<file path="config.mk">
export PLATFORM = sky130hd
export DESIGN_NAME = sdram_cmd_seq
export DESIGN_NICKNAME = d
export VERILOG_FILES = /design/src/rtl/sdram_seq_pkg.sv /design/src/rtl/seq_open_rows.sv /design/src/rtl/seq_refresh_timer.sv /design/src/rtl/sdram_cmd_seq.sv
export SDC_FILE = /design/constraint.sdc
export NUM_CORES = 1
export LEC_CHECK = 0
export ABC_AREA = 0
export BUFFER_PORTS_ARGS = -buffer_cell sky130_fd_sc_hd__buf_2
export CAP_MARGIN = 10
export CORE_ASPECT_RATIO = 0.9
export CORE_MARGIN = 2
export CORE_UTILIZATION = 53
export CTS_CLUSTER_SIZE = 12
export DETAILED_ROUTE_END_ITERATION = 6
export PLACE_DENSITY = 0.75
export SETUP_SLACK_MARGIN = 0.02
export SLEW_MARGIN = 20
export SYNTH_ARGS = -nofsm -noshare
export SYNTH_HDL_FRONTEND = slang
export SYNTH_SLANG_ARGS = --single-unit
</file>
<file path="constraint.sdc">
create_clock -name clk -period 2.3 [get_ports clk]
set_input_delay 0.345 -clock clk [delete_from_list [all_inputs] [get_ports clk]]
set_output_delay 0.345 -clock clk [all_outputs]
set_load 0.1 [all_outputs]
</file>
<file path="src/rtl/sdram_seq_pkg.sv">
package sdram_seq_pkg;

  // {cs_n, ras_n, cas_n, we_n}
  typedef enum logic [3:0] {
    CMD_LMR = 4'b0000,
    CMD_ARF = 4'b0001,
    CMD_PCH = 4'b0010,
    CMD_ACT = 4'b0011,
    CMD_WR  = 4'b0100,
    CMD_RD  = 4'b0101,
    CMD_BT  = 4'b0110,
    CMD_NOP = 4'b0111
  } sdram_cmd_e;

  typedef enum logic [1:0] {
    PH_INIT_PCH = 2'd0,
    PH_INIT_LMR = 2'd1,
    PH_RUN      = 2'd2
  } seq_phase_e;

endpackage

</file>
<file path="src/rtl/seq_open_rows.sv">
module seq_open_rows #(
  parameter int BANKS  = 4,
  parameter int BANK_W = 2,
  parameter int ROW_W  = 13
) (
  input  logic              clk,
  input  logic              rst_n,
  input  logic [BANK_W-1:0] sel_bank,
  input  logic [ROW_W-1:0]  set_row,
  input  logic              set_en,
  input  logic              clr_one_en,
  input  logic              clr_all_en,
  output logic              sel_open,
  output logic [ROW_W-1:0]  sel_row,
  output logic [BANKS-1:0]  open_vec
);

  logic [ROW_W-1:0] rows [BANKS];

  for (genvar b = 0; b < BANKS; b++) begin : g_bank
    logic             vld_q, vld_d;
    logic [ROW_W-1:0] row_q, row_d;
    logic             hit_bank;
    logic             upd_en;

    assign hit_bank = (sel_bank == BANK_W'(b));
    assign upd_en   = clr_all_en || (hit_bank && (set_en || clr_one_en));

    always_comb begin
      vld_d = vld_q;
      row_d = row_q;
      if (clr_all_en || (hit_bank && clr_one_en)) begin
        vld_d = 1'b0;
      end else if (hit_bank && set_en) begin
        vld_d = 1'b1;
        row_d = set_row;
      end
    end

    always_ff @(posedge clk or negedge rst_n) begin
      if (!rst_n) begin
        vld_q <= 1'b0;
        row_q <= '0;
      end else if (upd_en) begin
        vld_q <= vld_d;
        row_q <= row_d;
      end
    end

    assign open_vec[b] = vld_q;
    assign rows[b]     = row_q;
  end

  assign sel_open = open_vec[sel_bank];
  assign sel_row  = rows[sel_bank];

endmodule

</file>
<file path="src/rtl/seq_refresh_timer.sv">
module seq_refresh_timer #(
  parameter int T_REFI = 300,
  parameter int CNT_W  = 9
) (
  input  logic clk,
  input  logic rst_n,
  input  logic served,
  output logic due
);

  logic [CNT_W-1:0] cnt_q, cnt_d;
  logic             due_q, due_d;
  logic             lapse;

  assign lapse = (cnt_q == CNT_W'(T_REFI - 1));

  always_comb begin
    cnt_d = lapse ? '0 : cnt_q + 1'b1;
    if (lapse)       due_d = 1'b1;
    else if (served) due_d = 1'b0;
    else             due_d = due_q;
  end

  always_ff @(posedge clk or negedge rst_n) begin
    if (!rst_n) begin
      cnt_q <= '0;
      due_q <= 1'b0;
    end else begin
      cnt_q <= cnt_d;
      due_q <= due_d;
    end
  end

  assign due = due_q;


  due_hold_chk: assert property (@(posedge clk) disable iff (!rst_n)
    (due_q && !served) |=> due_q);

endmodule

</file>
<file path="src/rtl/sdram_cmd_seq.sv">
module sdram_cmd_seq
  import sdram_seq_pkg::*;
#(
  parameter int BANKS            = 4,
  parameter int ROW_W            = 13,
  parameter int COL_W            = 10,
  parameter int T_RCD            = 3,
  parameter int T_RP             = 3,
  parameter int T_RFC            = 9,
  parameter int T_MRD            = 2,
  parameter int T_REFI           = 300,
  parameter int CAS_LAT          = 3,
  parameter int BURST_LEN        = 4,
  parameter int BURST_INTERLEAVE = 0,
  parameter int BANK_W           = $clog2(BANKS),
  parameter int REQ_W            = BANK_W + ROW_W + COL_W
) (
  input  logic              clk,
  input  logic              rst_n,
  input  logic              req_valid,
  output logic              req_ready,
  input  logic              req_write,
  input  logic [REQ_W-1:0]  req_addr,
  input  logic              burst_stop,
  output logic              mem_cs_n,
  output logic              mem_ras_n,
  output logic              mem_cas_n,
  output logic              mem_we_n,
  output logic [BANK_W-1:0] mem_ba,
  output logic [ROW_W-1:0]  mem_a
);

  localparam int ADDR_W = ROW_W;
  localparam int GAP    = BURST_LEN / 2;
  localparam int WAIT_W = $clog2(T_RCD + T_RP + T_RFC + T_MRD + BURST_LEN + 1);
  localparam int REF_W  = $clog2(T_REFI + 1);
  localparam int A10    = 10;
  localparam logic [2:0] BL_CODE = (BURST_LEN == 8) ? 3'd3 :
                                   (BURST_LEN == 4) ? 3'd2 : 3'd1;
  localparam logic [ADDR_W-1:0] MODE_WORD =
    {{(ADDR_W-7){1'b0}}, 3'(CAS_LAT), 1'(BURST_INTERLEAVE), BL_CODE};

  seq_phase_e         phase_q, phase_d;
  logic [WAIT_W-1:0]  wait_q, wait_d;
  logic               burst_q, burst_d;
  logic               hold_q, hold_d;
  logic               hold_wr_q;
  logic [REQ_W-1:0]   hold_addr_q;
  sdram_cmd_e         cmd_q, cmd_d;
  logic [BANK_W-1:0]  ba_q, ba_d;
  logic [ADDR_W-1:0]  a_q, a_d;

  logic               accept;
  logic               cur_wr;
  logic [REQ_W-1:0]   cur_addr;
  logic [BANK_W-1:0]  cur_bank;
  logic [ROW_W-1:0]   cur_row;
  logic [COL_W-1:0]   cur_col;
  logic               tbl_set, tbl_clr_one, tbl_clr_all;
  logic               sel_open;
  logic [ROW_W-1:0]   sel_row;
  logic [BANKS-1:0]   open_vec;
  logic               ref_due, ref_served;

  assign req_ready = (phase_q == PH_RUN) && (wait_q == '0) && !hold_q && !ref_due;
  assign accept    = req_valid && req_ready;
  assign cur_wr    = hold_q ? hold_wr_q   : req_write;
  assign cur_addr  = hold_q ? hold_addr_q : req_addr;
  assign cur_bank  = cur_addr[REQ_W-1 -: BANK_W];
  assign cur_row   = cur_addr[COL_W +: ROW_W];
  assign cur_col   = cur_addr[COL_W-1:0];

  seq_open_rows #(.BANKS(BANKS), .BANK_W(BANK_W), .ROW_W(ROW_W)) u_rows (
    .clk        (clk),
    .rst_n      (rst_n),
    .sel_bank   (cur_bank),
    .set_row    (cur_row),
    .set_en     (tbl_set),
    .clr_one_en (tbl_clr_one),
    .clr_all_en (tbl_clr_all),
    .sel_open   (sel_open),
    .sel_row    (sel_row),
    .open_vec   (open_vec)
  );

  seq_refresh_timer #(.T_REFI(T_REFI), .CNT_W(REF_W)) u_ref (
    .clk    (clk),
    .rst_n  (rst_n),
    .served (ref_served),
    .due    (ref_due)
  );

  always_comb begin
    cmd_d       = CMD_NOP;
    ba_d        = '0;
    a_d         = '0;
    phase_d     = phase_q;
    wait_d      = (wait_q != '0) ? wait_q - 1'b1 : '0;
    burst_d     = burst_q && (wait_q > WAIT_W'(1));
    hold_d      = hold_q;
    tbl_set     = 1'b0;
    tbl_clr_one = 1'b0;
    tbl_clr_all = 1'b0;
    ref_served  = 1'b0;
    if (wait_q != '0) begin
      if (burst_q && burst_stop) begin
        cmd_d   = CMD_BT;
        wait_d  = '0;
        burst_d = 1'b0;
      end
    end else begin
      case (phase_q)
        PH_INIT_PCH: begin
          cmd_d       = CMD_PCH;
          a_d[A10]    = 1'b1;
          wait_d      = WAIT_W'(T_RP - 1);
          tbl_clr_all = 1'b1;
          phase_d     = PH_INIT_LMR;
        end
        PH_INIT_LMR: begin
          cmd_d   = CMD_LMR;
          a_d     = MODE_WORD;
          wait_d  = WAIT_W'(T_MRD - 1);
          phase_d = PH_RUN;
        end
        default: begin
          if (hold_q || accept) begin
            ba_d = cur_bank;
            if (sel_open && (sel_row == cur_row)) begin
              cmd_d   = cur_wr ? CMD_WR : CMD_RD;
              a_d     = ADDR_W'(cur_col);
              wait_d  = WAIT_W'(GAP - 1);
              burst_d = !cur_wr && (GAP > 1);
              hold_d  = 1'b0;
            end else if (sel_open) begin
              cmd_d       = CMD_PCH;
              wait_d      = WAIT_W'(T_RP - 1);
              tbl_clr_one = 1'b1;
              hold_d      = 1'b1;
            end else begin
              cmd_d   = CMD_ACT;
              a_d     = cur_row;
              wait_d  = WAIT_W'(T_RCD - 1);
              tbl_set = 1'b1;
              hold_d  = 1'b1;
            end
          end else if (ref_due) begin
            if (|open_vec) begin
              cmd_d       = CMD_PCH;
              a_d[A10]    = 1'b1;
              wait_d      = WAIT_W'(T_RP - 1);
              tbl_clr_all = 1'b1;
            end else begin
              cmd_d      = CMD_ARF;
              wait_d     = WAIT_W'(T_RFC - 1);
              ref_served = 1'b1;
            end
          end
        end
      endcase
    end
  end

  always_ff @(posedge clk or negedge rst_n) begin
    if (!rst_n) begin
      phase_q <= PH_INIT_PCH;
      wait_q  <= '0;
      burst_q <= 1'b0;
      hold_q  <= 1'b0;
      cmd_q   <= CMD_NOP;
      ba_q    <= '0;
      a_q     <= '0;
    end else begin
      phase_q <= phase_d;
      wait_q  <= wait_d;
      burst_q <= burst_d;
      hold_q  <= hold_d;
      cmd_q   <= cmd_d;
      ba_q    <= ba_d;
      a_q     <= a_d;
    end
  end

  always_ff @(posedge clk) begin
    if (accept) begin
      hold_wr_q   <= req_write;
      hold_addr_q <= req_addr;
    end
  end

  assign {mem_cs_n, mem_ras_n, mem_cas_n, mem_we_n} = cmd_q;
  assign mem_ba = ba_q;
  assign mem_a  = a_q;


  col_open_chk: assert property (@(posedge clk) disable iff (!rst_n)
    (cmd_q == CMD_RD || cmd_q == CMD_WR) |-> open_vec[ba_q]);


  arf_closed_chk: assert property (@(posedge clk) disable iff (!rst_n)
    (cmd_q == CMD_ARF) |-> (open_vec == '0));


  rdy_ref_chk: assert property (@(posedge clk) disable iff (!rst_n)
    req_ready |-> !ref_due);


  bt_cause_chk: assert property (@(posedge clk) disable iff (!rst_n)
    (cmd_q == CMD_BT) |-> $past(burst_stop));

  if (T_RCD > 1) begin : g_act_gap

    act_gap_chk: assert property (@(posedge clk) disable iff (!rst_n)
      (cmd_q == CMD_ACT) |=> (cmd_q == CMD_NOP));
  end

endmodule

</file>
==> results of run 1 <==
-- cells in the mapped netlist (5+ instances only) --
library cell                number  share of area [%]
sky130_fd_sc_hd__nor2_1         91                6.2
sky130_fd_sc_hd__dfrtp_1        90                 41
sky130_fd_sc_hd__a21oi_1        55                5.0
sky130_fd_sc_hd__o21ai_0        35                3.2
sky130_fd_sc_hd__edfxtp_1       26                 14
sky130_fd_sc_hd__mux2i_1        23                4.2
sky130_fd_sc_hd__xor2_1         20                3.2
sky130_fd_sc_hd__nand2_1        14               0.96
sky130_fd_sc_hd__a31oi_1        12                1.4
sky130_fd_sc_hd__inv_1          12               0.82
sky130_fd_sc_hd__clkbuf_1       11               0.75
sky130_fd_sc_hd__mux2_2         11                2.3
sky130_fd_sc_hd__o2111ai_1       7                1.1
sky130_fd_sc_hd__buf_2           6               0.55
sky130_fd_sc_hd__nand3_1         6               0.55
sky130_fd_sc_hd__nor2b_1         6               0.68
sky130_fd_sc_hd__nor3_1          6               0.55
sky130_fd_sc_hd__xnor2_1         6               0.96
sky130_fd_sc_hd__buf_6           5                1.0
sky130_fd_sc_hd__nor4_1          5               0.57
-- metrics by stage --
stage / setup TNS, ns / instances
after floorplan: -22.14 / 506
after global placement: -13.56 / 724
after detailed placement: -17.07 / 724
after CTS: -11.06 / 793
after global routing: -28.56 / 796
final: -23.49 / 796
-- state kept, by name, summed over array words and instances, names as in the netlist --
name,flops
u_rows.g_bank.row_q,52
hold_addr_q,25
mem_a,13
u_ref.cnt_q,9
wait_q,5
u_rows.g_bank.vld_q,4
cmd_q,3
mem_ba,2
phase_q,2
burst_q,1
hold_q,1
hold_wr_q,1
u_ref.due,1
-- what timing repair did --
action                                 4_1_cts  5_1_grt
endpoints found under the hold margin       31        0
pin swaps                                   33       23
cloned                                       8        1
hold buffers                                 1        0
setup endpoints to repair                  101       77
setup buffers                               29        7
gates resized for setup                    101       68
-- layer usage --
metal / vias up / share of wire [%]
li1: 2105 / -
met1: 2426 / 36
met2: 276 / 50
met3: 85 / 8.2
met4: 0 / 5.3
met5: - / 0
-- cell families after synthesis --
| kind of cell | Yosys count | share of synthesized area (%) |
|---|---|---|
| muxes | 37 | 7.51 |
| other | 1 | 0.0682 |
| buffers and inverters | 38 | 3.55 |
| DFF | 119 | 56.6 |
| xor gates and xnor gates | 26 | 4.14 |
| adders and majority gates | 4 | 0.910 |
| AOI/OAI and AO/OA | 125 | 13.3 |
| and+or+nand+nor | 156 | 14.0 |
-- worst max-delay path, delay by kind of cell (launching register included) --
family,cells,cell delay (ns)
simple gates,4,0.74
buf+inv,3,0.56
compound gates,3,0.54
flops,1,0.46
xor+xnor,1,0.33
-- where the power goes --
group	leakage (uW)	switching [uW]	total (uW)	internal, uW
clock network	0.000285	954	2680	1720
logic	0.00178	2310	4050	1740
registers	0.00144	475	3150	2680
-- worst min-delay path by stage --
stage	start	depth (start not counted)	to
3_5_place_dp	rst_n	1	mem_a[3]
6_report	req_addr[1]	1	hold_addr_q[1]
4_1_cts	req_addr[1]	1	hold_addr_q[1]
2_1_floorplan	rst_n	0	burst_q
5_1_grt	req_addr[6]	1	hold_addr_q[6]
3_3_place_gp	rst_n	1	mem_a[9]
-- layout make-up --
type,count,share of cell area [%]
Multi-Input combinational cell,352,34.7
Clock inverter,13,1.92
Timing Repair Buffer,150,16.3
Tap cell,129,2.02
Inverter,14,0.656
Clock buffer,19,5.53
Sequential cell,119,38.9
==> impl_results.rst, run 1 <==
.. list-table::
   :header-rows: 1

   * - Metric
     - Value
   * - CTS H-tree depth
     - 4
   * - Setup violation total in the final timing report
     - 76
   * - TritonCTS clock tree
     - done
   * - Number of warnings reported in the yosys synthesis log
     - 0
   * - Type of the worst min-delay path
     - primary input to flop
   * - Setup crit start
     - hold_addr_q[23]
   * - Total Power
     - 9880 uW
   * - Post-detailed-placement cell area
     - 6400 um2
   * - Sequential cell area
     - 3110 um2
   * - TritonCTS Sinks
     - 119
   * - Arr. time, crit path
     - 3.06 ns
   * - Cell breakdown of the critical path
     - buf_4, nor3b_4, buf_6, o21ai_0, o2111ai_1, xor2_1, nand4_1, buf_4, nor4_4, nor3_1, a311o_1
   * - Worst reg2reg setup slack
     - -0.47 ns
   * - RSZ-0062 raised after global routing
     - yes
   * - Final Hold Vio Count
     - 0
   * - Top FF cell, synth
     - sky130_fd_sc_hd__dfrtp_1
   * - First-pass GRT wire length
     - 27.3 mm
   * - Time the worst path needs with I/O delays and setup
     - 2.77 ns
   * - Crit path kind
     - flop to flop
   * - Sequential cell area fraction in the yosys report
     - 56.6%
   * - Number of buffer cells added on primary ports
     - 48
   * - Remaining global-route overflow
     - 0
   * - Clock transition at the register clock pins on the worst setup and hold paths after CTS
     - 0.06 ns
   * - Highest-count cells in the layout ignoring fill and taps
     - sky130_fd_sc_hd__dfrtp_1, sky130_fd_sc_hd__buf_4, sky130_fd_sc_hd__nor2_1, sky130_fd_sc_hd__buf_2, sky130_fd_sc_hd__a21oi_1
   * - Area of the multi-input gates
     - 2780 um2
   * - Most numerous cell on the critical path
     - sky130_fd_sc_hd__buf_4
   * - Fin nets
     - 688
   * - Final wirelength
     - 17.8 mm
   * - Number of enable-type register cells in the synthesized netlist
     - 26
   * - Remaining antenna violation count after routing
     - 0
   * - Average cell area after synthesis
     - 10.9 um2
   * - Number of maximum-capacitance constraint violations
     - 0
   * - Failing checks
     - negative setup slack
   * - Die outline width
     - 111 um
   * - CP peak stage delay
     - 0.46 ns
   * - Global routing usage on met3
     - 8.96%
   * - Number of ports placed on the die boundary
     - 50
   * - Critical-path maximum fanout
     - 8
   * - Starting utilization of the core area
     - 54.2%
   * - Share of the clock period used by the worst path
     - 120%
   * - Inserted Clock Buffers
     - 17
   * - # rows
     - 35
   * - Number of global-route vias before repair
     - 5119
   * - Post-route cell area
     - 8010 um2
   * - Overall routing resource usage
     - 32.2%
   * - Number of buffers on the longest clock path
     - 2
   * - Proportion of synthesized flip-flops having asynchronous set or reset
     - 78.2%
   * - Total die area
     - 11200 um2
   * - Most frequent standard cell in the layout excluding fill and tap cells
     - sky130_fd_sc_hd__dfrtp_1
   * - Drt via density
     - 6.15
   * - Met1 routing resource usage after global routing
     - 37.5%
   * - End point of the critical path
     - burst_q
   * - Minimum setup slack in the final design
     - -0.467 ns
   * - Final hold slack
     - 0.116 ns
   * - Fraction of final layout cells with drive strength greater than 1
     - 46.2%
   * - Required arrival time at the worst endpoint
     - 2.59 ns
   * - Slowest cell on the critical path
     - sky130_fd_sc_hd__edfxtp_1
   * - Met2 routing resource usage after global routing
     - 55.4%
   * - Worst setup slack before clock tree synthesis
     - -0.602 ns
   * - Die Height
     - 101 um
   * - Number of design-rule violations left by the first detailed-router iteration
     - 465
   * - DRC Markers
     - 0
   * - Run status
     - complete, but fails checks
   * - Fraction of the core area covered by cells at the end of the flow
     - 78.8%
   * - Number of instances in the synthesized netlist
     - 506
   * - Static Leakage
     - 0.00351 uW
   * - Distinct cell type count after synthesis
     - 54
   * - Total count of max-transition violations in the final report
     - 0
   * - Synth Register Bits
     - 119
   * - Most congested layer reported by global routing
     - met2
   * - Skew final
     - 0.00868 ns
   * - Drt wl/cell
     - 22.4 um
   * - Max Freq
     - 0.361 GHz
   * - Pin count of the biggest net entering global routing
     - 60
   * - Crit Reg-Reg Endpoint
     - burst_q
   * - Relative area change from synthesis to final layout
     - 45.6%
   * - Netlist area before placement
     - 5500 um2
   * - CTS root buffer
     - sky130_fd_sc_hd__clkbuf_16
   * - Final weighted congestion in routability-driven placement
     - 0.881
   * - Later-pin clock latency in the skew report
     - 0.42 ns
   * - VDD IR-drop max
     - 871 uV
   * - Total power density per cell area
     - 1230 nW/um2
   * - Crit. End Element
     - flop
   * - Final HPWL DP
     - 9.40 mm
   * - Fillcell total
     - 576
   * - Overall via count from detail_route
     - 4892
   * - First-pass detailed-route iteration total
     - 5
   * - Core box area
     - 10200 um2
   * - Initial antenna violation count
     - 0
   * - Critical register-to-register path startpoint
     - hold_addr_q[23]
   * - Startpoint kind of the worst setup timing path
     - flop
   * - Worst Reg2Reg Path Length in Cells
     - 11
   * - Synth Net Count
     - 540
   * - Number of antenna cells inserted
     - 0
Note: power is estimated with default switching activity, not from simulation.
==> run 2, diff against run 1 <==
Settings changed: HOLD_SLACK_MARGIN set to 0.12.
==> run 2 against run 1 <==
  * The run still ends with negative setup slack left
  * Routed wire length down 0.17%
  * Clock skew grew 0.0025 ns
  * Maximum frequency shrank 0.66%
  * Total power down 0.65%
==> impl_results.rst, run 2 (synthesized netlist as in run 1, its figures left out) <==
.. list-table::
   :header-rows: 1

   * - Metric
     - Value
   * - Final hold slack
     - 0.133 ns
   * - Static Leakage
     - 0.00355 uW
   * - Pin count of the biggest net entering global routing
     - 60
   * - Flip-flop count of the largest register, all copies and words added
     - 52
   * - Area of the multi-input gates
     - 2720 um2
   * - Final weighted congestion in routability-driven placement
     - 0.881
   * - RSZ-0062 raised after global routing
     - yes
   * - Skew final
     - 0.0112 ns
   * - Type of the worst min-delay path
     - primary input to flop
   * - Critical-path maximum fanout
     - 8
   * - Die Height
     - 101 um
   * - First-pass GRT wire length
     - 27.7 mm
   * - Max Freq
     - 0.359 GHz
   * - Fraction of the core area covered by cells at the end of the flow
     - 79.8%
   * - DRC Markers
     - 0
   * - Required arrival time at the worst endpoint
     - 2.58 ns
   * - Core box area
     - 10200 um2
   * - Relative area change from synthesis to final layout
     - 47.3%
   * - Drt wl/cell
     - 22.0 um
   * - Number of buffers on the longest clock path
     - 2
   * - Non-filler instance count after layout
     - 810
   * - TritonCTS Sinks
     - 119
   * - Number of buffer cells added on primary ports
     - 48
   * - Time the worst path needs with I/O delays and setup
     - 2.79 ns
   * - Total die area
     - 11200 um2
   * - Remaining global-route overflow
     - 0
   * - Sequential cell area
     - 3110 um2
   * - Overall via count from detail_route
     - 4944
   * - TritonCTS clock tree
     - done
   * - Fraction of final layout cells with drive strength greater than 1
     - 44.3%
   * - CTS H-tree depth
     - 4
   * - Final wirelength
     - 17.8 mm
   * - Crit path kind
     - flop to flop
   * - Final HPWL DP
     - 9.40 mm
   * - Share of the clock period used by the worst path
     - 121%
   * - Fillcell total
     - 562
   * - Total count of max-transition violations in the final report
     - 0
   * - Clock transition at the register clock pins on the worst setup and hold paths after CTS
     - 0.06 ns
   * - Most frequent standard cell in the layout excluding fill and tap cells
     - sky130_fd_sc_hd__dfrtp_1
   * - # rows
     - 35
   * - Crit. End Element
     - flop
   * - CP peak stage delay
     - 0.40 ns
   * - Number of design-rule violations left by the first detailed-router iteration
     - 505
   * - Run status
     - complete, but fails checks
   * - Worst setup slack before clock tree synthesis
     - -0.602 ns
   * - Fin nets
     - 702
   * - Number of global-route vias before repair
     - 5213
   * - Number of maximum-capacitance constraint violations
     - 0
   * - Starting utilization of the core area
     - 54.2%
   * - Highest-count cells in the layout ignoring fill and taps
     - sky130_fd_sc_hd__dfrtp_1, sky130_fd_sc_hd__buf_4, sky130_fd_sc_hd__nor2_1, sky130_fd_sc_hd__buf_2, sky130_fd_sc_hd__a21oi_1
   * - Arr. time, crit path
     - 3.06 ns
   * - Startpoint kind of the worst setup timing path
     - flop
   * - Crit path buf inv count
     - 4
   * - Remaining antenna violation count after routing
     - 0
   * - Drt via density
     - 6.10
   * - Number of antenna cells inserted
     - 0
   * - Number of ports placed on the die boundary
     - 50
   * - Inserted Clock Buffers
     - 17
   * - VDD IR-drop max
     - 855 uV
   * - Final Hold Vio Count
     - 0
   * - Slowest cell on the critical path
     - sky130_fd_sc_hd__dfrtp_2
   * - Overall routing resource usage
     - 32.6%
   * - Total power density per cell area
     - 1210 nW/um2
   * - First-pass detailed-route iteration total
     - 5
   * - Kind of cell adding the most delay to the critical path
     - multiplexers
   * - Failing checks
     - negative setup slack
   * - Initial antenna violation count
     - 0
   * - Later-pin clock latency in the skew report
     - 0.42 ns
   * - Post-Place Cells
     - 724
   * - Die outline width
     - 111 um
   * - Cell breakdown of the critical path
     - mux2i_2, buf_4, buf_12, mux2i_1, xor2_1, nor4_2, mux2i_2, nor4_4, buf_4, buf_6, o31ai_1, a21oi_1
   * - CTS root buffer
     - sky130_fd_sc_hd__clkbuf_16
   * - Minimum setup slack in the final design
     - -0.485 ns
   * - Largest register by flop count
     - u_rows.g_bank.row_q
   * - Setup violation total in the final timing report
     - 74
-- run 2: repair_timing --
item	in CTS	in global routing
buffers inserted	29	5
cloned	8	1
endpoints found under the setup margin	101	77
gates resized for setup	101	59
hold buffers	16	0
hold endpoints to repair	46	0
pin swaps	33	23
-- run 2: cell type report --
cell class                      instances  share of cell area, %
Tap cell                              129                   1.99
Sequential cell                       119                   38.4
Inverter                               14                  0.649
Clock inverter                         13                   1.90
Clock buffer                           19                   5.47
Timing Repair Buffer                  164                   18.0
Multi-Input combinational cell        352                   33.6
-- run 2: metrics by stage --
step                area, um2  TNS, ns  total power (uW)
finish                   8100   -22.21              9810
CTS                      7910   -11.06              9380
global route             8100   -26.82             10200
global placement         6400   -13.56              5970
detailed placement       6400   -17.07              6070
floorplan                5600   -22.14              5100
-- run 2: layer usage --
metal,part of all wire [%],GRT usage [%],wire [um]
met5,0,0,0
met4,4.9,16.0,866
met3,7.7,9.02,1380
met2,51,56.7,9000
met1,37,37.7,6540
-- run 2: final timing paths --
kind,startpoint,to,slack (ns),depth (start not counted)
hold / removal,req_addr[9],hold_addr_q[9],0.13,1
min in group asynchronous,rst_n,mem_a[3],0.43,2
setup / recovery,hold_q,u_rows.g_bank[3].vld_q,-0.49,12
hold reg to reg,u_ref.cnt_q[0],u_ref.cnt_q[0],0.46,1
setup reg to reg,hold_q,u_rows.g_bank[3].vld_q,-0.49,12
max in group asynchronous,rst_n,hold_q,1.18,3
-- run 2: power breakdown --
part	total, uW	switching, uW	leakage, uW	internal, uW
Combinational	3990	2260	0.00182	1730
Clock	2680	957	0.000285	1720
Sequential	3150	470	0.00144	2680
==> run 3, diff against run 2 <==
Settings changed: SKIP_CTS_REPAIR_TIMING set to 1.
==> run 3 against run 2 <==
  * The flow still finishes with violations (negative setup slack)
  * Register-to-register slack got worse by 0.11 ns
  * Via count fell by 2.0%
  * Non-clock buffer count fell by 5
  * Worst setup slack got worse by 0.11 ns
  * Clock power barely moved
  * Critical path depth rose by 1
  * Total power rose by 1.2%
  * First-iteration DRC count fell by 4.4%
  * Critical path type unchanged
  * Largest power group unchanged
==> impl_results.rst, run 3 (synthesized netlist as in run 1, its figures left out) <==
.. list-table::
   :header-rows: 1

   * - Metric
     - Value
   * - First-pass detailed-route iteration total
     - 7
   * - Fin nets
     - 695
   * - Most frequent standard cell in the layout excluding fill and tap cells
     - sky130_fd_sc_hd__dfrtp_1
   * - Worst hold endpoint
     - hold_addr_q[5]
   * - Total die area
     - 11200 um2
   * - Worst min-delay path startpoint
     - req_addr[5]
   * - Number of maximum-capacitance constraint violations
     - 0
   * - Cell breakdown of the critical path
     - buf_12, nor2_2, a32oi_4, buf_4, buf_4, o2111ai_1, xor2_1, nand4_1, nor4_4, buf_4, buf_4, o31ai_1, a21oi_1
   * - Critical-path maximum fanout
     - 14
   * - Critical register-to-register path startpoint
     - hold_q
   * - Sequential cell area
     - 3110 um2
   * - Crit path kind
     - flop to flop
   * - Run status
     - complete, but fails checks
   * - Final wirelength
     - 18.0 mm
   * - Drt via density
     - 6.03
   * - Max Freq
     - 0.346 GHz
   * - Flip-flop count of the largest register, all copies and words added
     - 52
   * - Startpoint kind of the worst setup timing path
     - flop
   * - Worst reg2reg setup slack
     - -0.59 ns
   * - DRC Markers
     - 0
   * - Fraction of final layout cells with drive strength greater than 1
     - 48.1%
   * - Crit. End Element
     - flop
   * - # rows
     - 35
   * - Relative area change from synthesis to final layout
     - 48.3%
   * - Type of the worst min-delay path
     - primary input to flop
   * - Die outline width
     - 111 um
   * - Remaining global-route overflow
     - 0
   * - Starting utilization of the core area
     - 54.2%
   * - Worst Reg2Reg Path Length in Cells
     - 13
   * - Die Height
     - 101 um
   * - Arr. time, crit path
     - 3.20 ns
   * - Total count of max-transition violations in the final report
     - 0
   * - RSZ-0062 raised after global routing
     - yes
   * - Setup violation total in the final timing report
     - 76
   * - Final weighted congestion in routability-driven placement
     - 0.881
   * - Number of ports placed on the die boundary
     - 50
   * - Drt wl/cell
     - 22.4 um
   * - Number of global-route vias before repair
     - 4528
   * - Required arrival time at the worst endpoint
     - 2.61 ns
   * - Skew final
     - 0.0101 ns
   * - Inserted Clock Buffers
     - 17
   * - Largest register by flop count
     - u_rows.g_bank.row_q
   * - Time the worst path needs with I/O delays and setup
     - 2.89 ns
   * - Kind of cell adding the most delay to the critical path
     - buffers and inverters
   * - First-pass GRT wire length
     - 22.7 mm
   * - Max transition margin
     - 64.9%
   * - Final hold slack
     - 0.130 ns
   * - Static Leakage
     - 0.00355 uW
   * - Share of the clock period used by the worst path
     - 126%
   * - Worst setup slack before clock tree synthesis
     - -0.602 ns
   * - Most congested layer reported by global routing
     - met2
   * - Met2 routing resource usage after global routing
     - 43.5%
   * - Remaining antenna violation count after routing
     - 0
   * - Area of the multi-input gates
     - 2820 um2
   * - Slowest cell on the critical path
     - sky130_fd_sc_hd__dfrtp_2
   * - Number of antenna cells inserted
     - 0
   * - CTS H-tree depth
     - 4
   * - Failing checks
     - negative setup slack
   * - Crit Reg-Reg Endpoint
     - u_rows.g_bank[0].vld_q
   * - Final Hold Vio Count
     - 0
   * - Overall via count from detail_route
     - 4843
   * - Total power density per cell area
     - 1220 nW/um2
   * - Clock transition at the register clock pins on the worst setup and hold paths after CTS
     - 0.06 ns
   * - Later-pin clock latency in the skew report
     - 0.41 ns
   * - Most numerous cell on the critical path
     - sky130_fd_sc_hd__buf_4
   * - Initial antenna violation count
     - 0
   * - Highest-count cells in the layout ignoring fill and taps
     - sky130_fd_sc_hd__dfrtp_1, sky130_fd_sc_hd__buf_4, sky130_fd_sc_hd__buf_2, sky130_fd_sc_hd__a21oi_2, sky130_fd_sc_hd__nor2_1
   * - CTS root buffer
     - sky130_fd_sc_hd__clkbuf_16
   * - Core box area
     - 10200 um2
   * - Number of buffers on the longest clock path
     - 2
   * - Final HPWL DP
     - 9.40 mm
   * - Tightest Pin Transition
     - 0.521 ns
   * - Fillcell total
     - 561
   * - Number of design-rule violations left by the first detailed-router iteration
     - 483
   * - TritonCTS Sinks
     - 119
   * - CP peak stage delay
     - 0.44 ns
   * - VDD IR-drop max
     - 833 uV
   * - TritonCTS clock tree
     - done
   * - Overall routing resource usage
     - 26.2%
   * - Crit path buf inv count
     - 5
   * - Minimum setup slack in the final design
     - -0.591 ns
   * - Global routing usage on met3
     - 7.46%
   * - Number of buffer cells added on primary ports
     - 48
   * - Pin count of the biggest net entering global routing
     - 60
   * - Hold Path Depth
     - 1
   * - Met1 routing resource usage after global routing
     - 33.4%
==> run 3: cell types whose count changed in the layout (fill, tap and decap cells not counted), sizes merged <==
cell	previous run	this run
dlygate4sd3	16	10
a32oi	2	1
and3b	4	3
clkbuf	19	25
buf	148	143
==> run 3: final cells by class <==
type                       count  share of cell area, %
sequential                   119                   38.2
multi-input combinational    350                   34.5
timing repair buffer         159                   17.4
clock buffer                  19                   5.43
tap                          129                   1.98
clock inverter                13                   1.89
inverter                      14                  0.644
==> run 3: metal layers <==
layer | up-vias | part of all wire (%)
met3 | 52 | 6.9
met1 | 2431 | 38
met2 | 250 | 51
li1 | 2110 | -
met4 | 0 | 3.7
met5 | - | 0
==> run 3: worst max path at each step <==
| stage | from | to | slack [ns] | cells past startpoint |
|---|---|---|---|---|
| after global placement | hold_q | burst_q | -0.47 | 10 |
| after global routing | hold_addr_q[24] | u_rows.g_bank[0].vld_q | -0.71 | 12 |
| after detailed placement | hold_q | burst_q | -0.60 | 10 |
| final | hold_q | u_rows.g_bank[0].vld_q | -0.59 | 13 |
| after CTS | hold_q | mem_a[6] | -0.60 | 10 |
| after floorplan | wait_q[0] | hold_addr_q[0] | -0.76 | 6 |
==> run 3: report_power, final <==
group          switching, uW  internal, uW  total (uW)  leakage [uW]
clock network            947          1720        2670      0.000285
registers                510          2680        3190       0.00144
logic                   2260          1810        4070       0.00183
==> run 3: per-stage QoR <==
| stage | utilization, % | total power [uW] | instance area (um2) | cells | setup TNS (ns) |
|---|---|---|---|---|---|
| final | 80.3 | 9930 | 8160 | 803 | -22.48 |
| after global routing | 80.3 | 10300 | 8160 | 803 | -27.77 |
| after CTS | 68.9 | 8780 | 7000 | 756 | -19.89 |
| after detailed placement | 63.0 | 6070 | 6400 | 724 | -17.07 |
| after global placement | 63.0 | 5970 | 6400 | 724 | -13.56 |
| after floorplan | - | 5100 | 5600 | 506 | -22.14 |
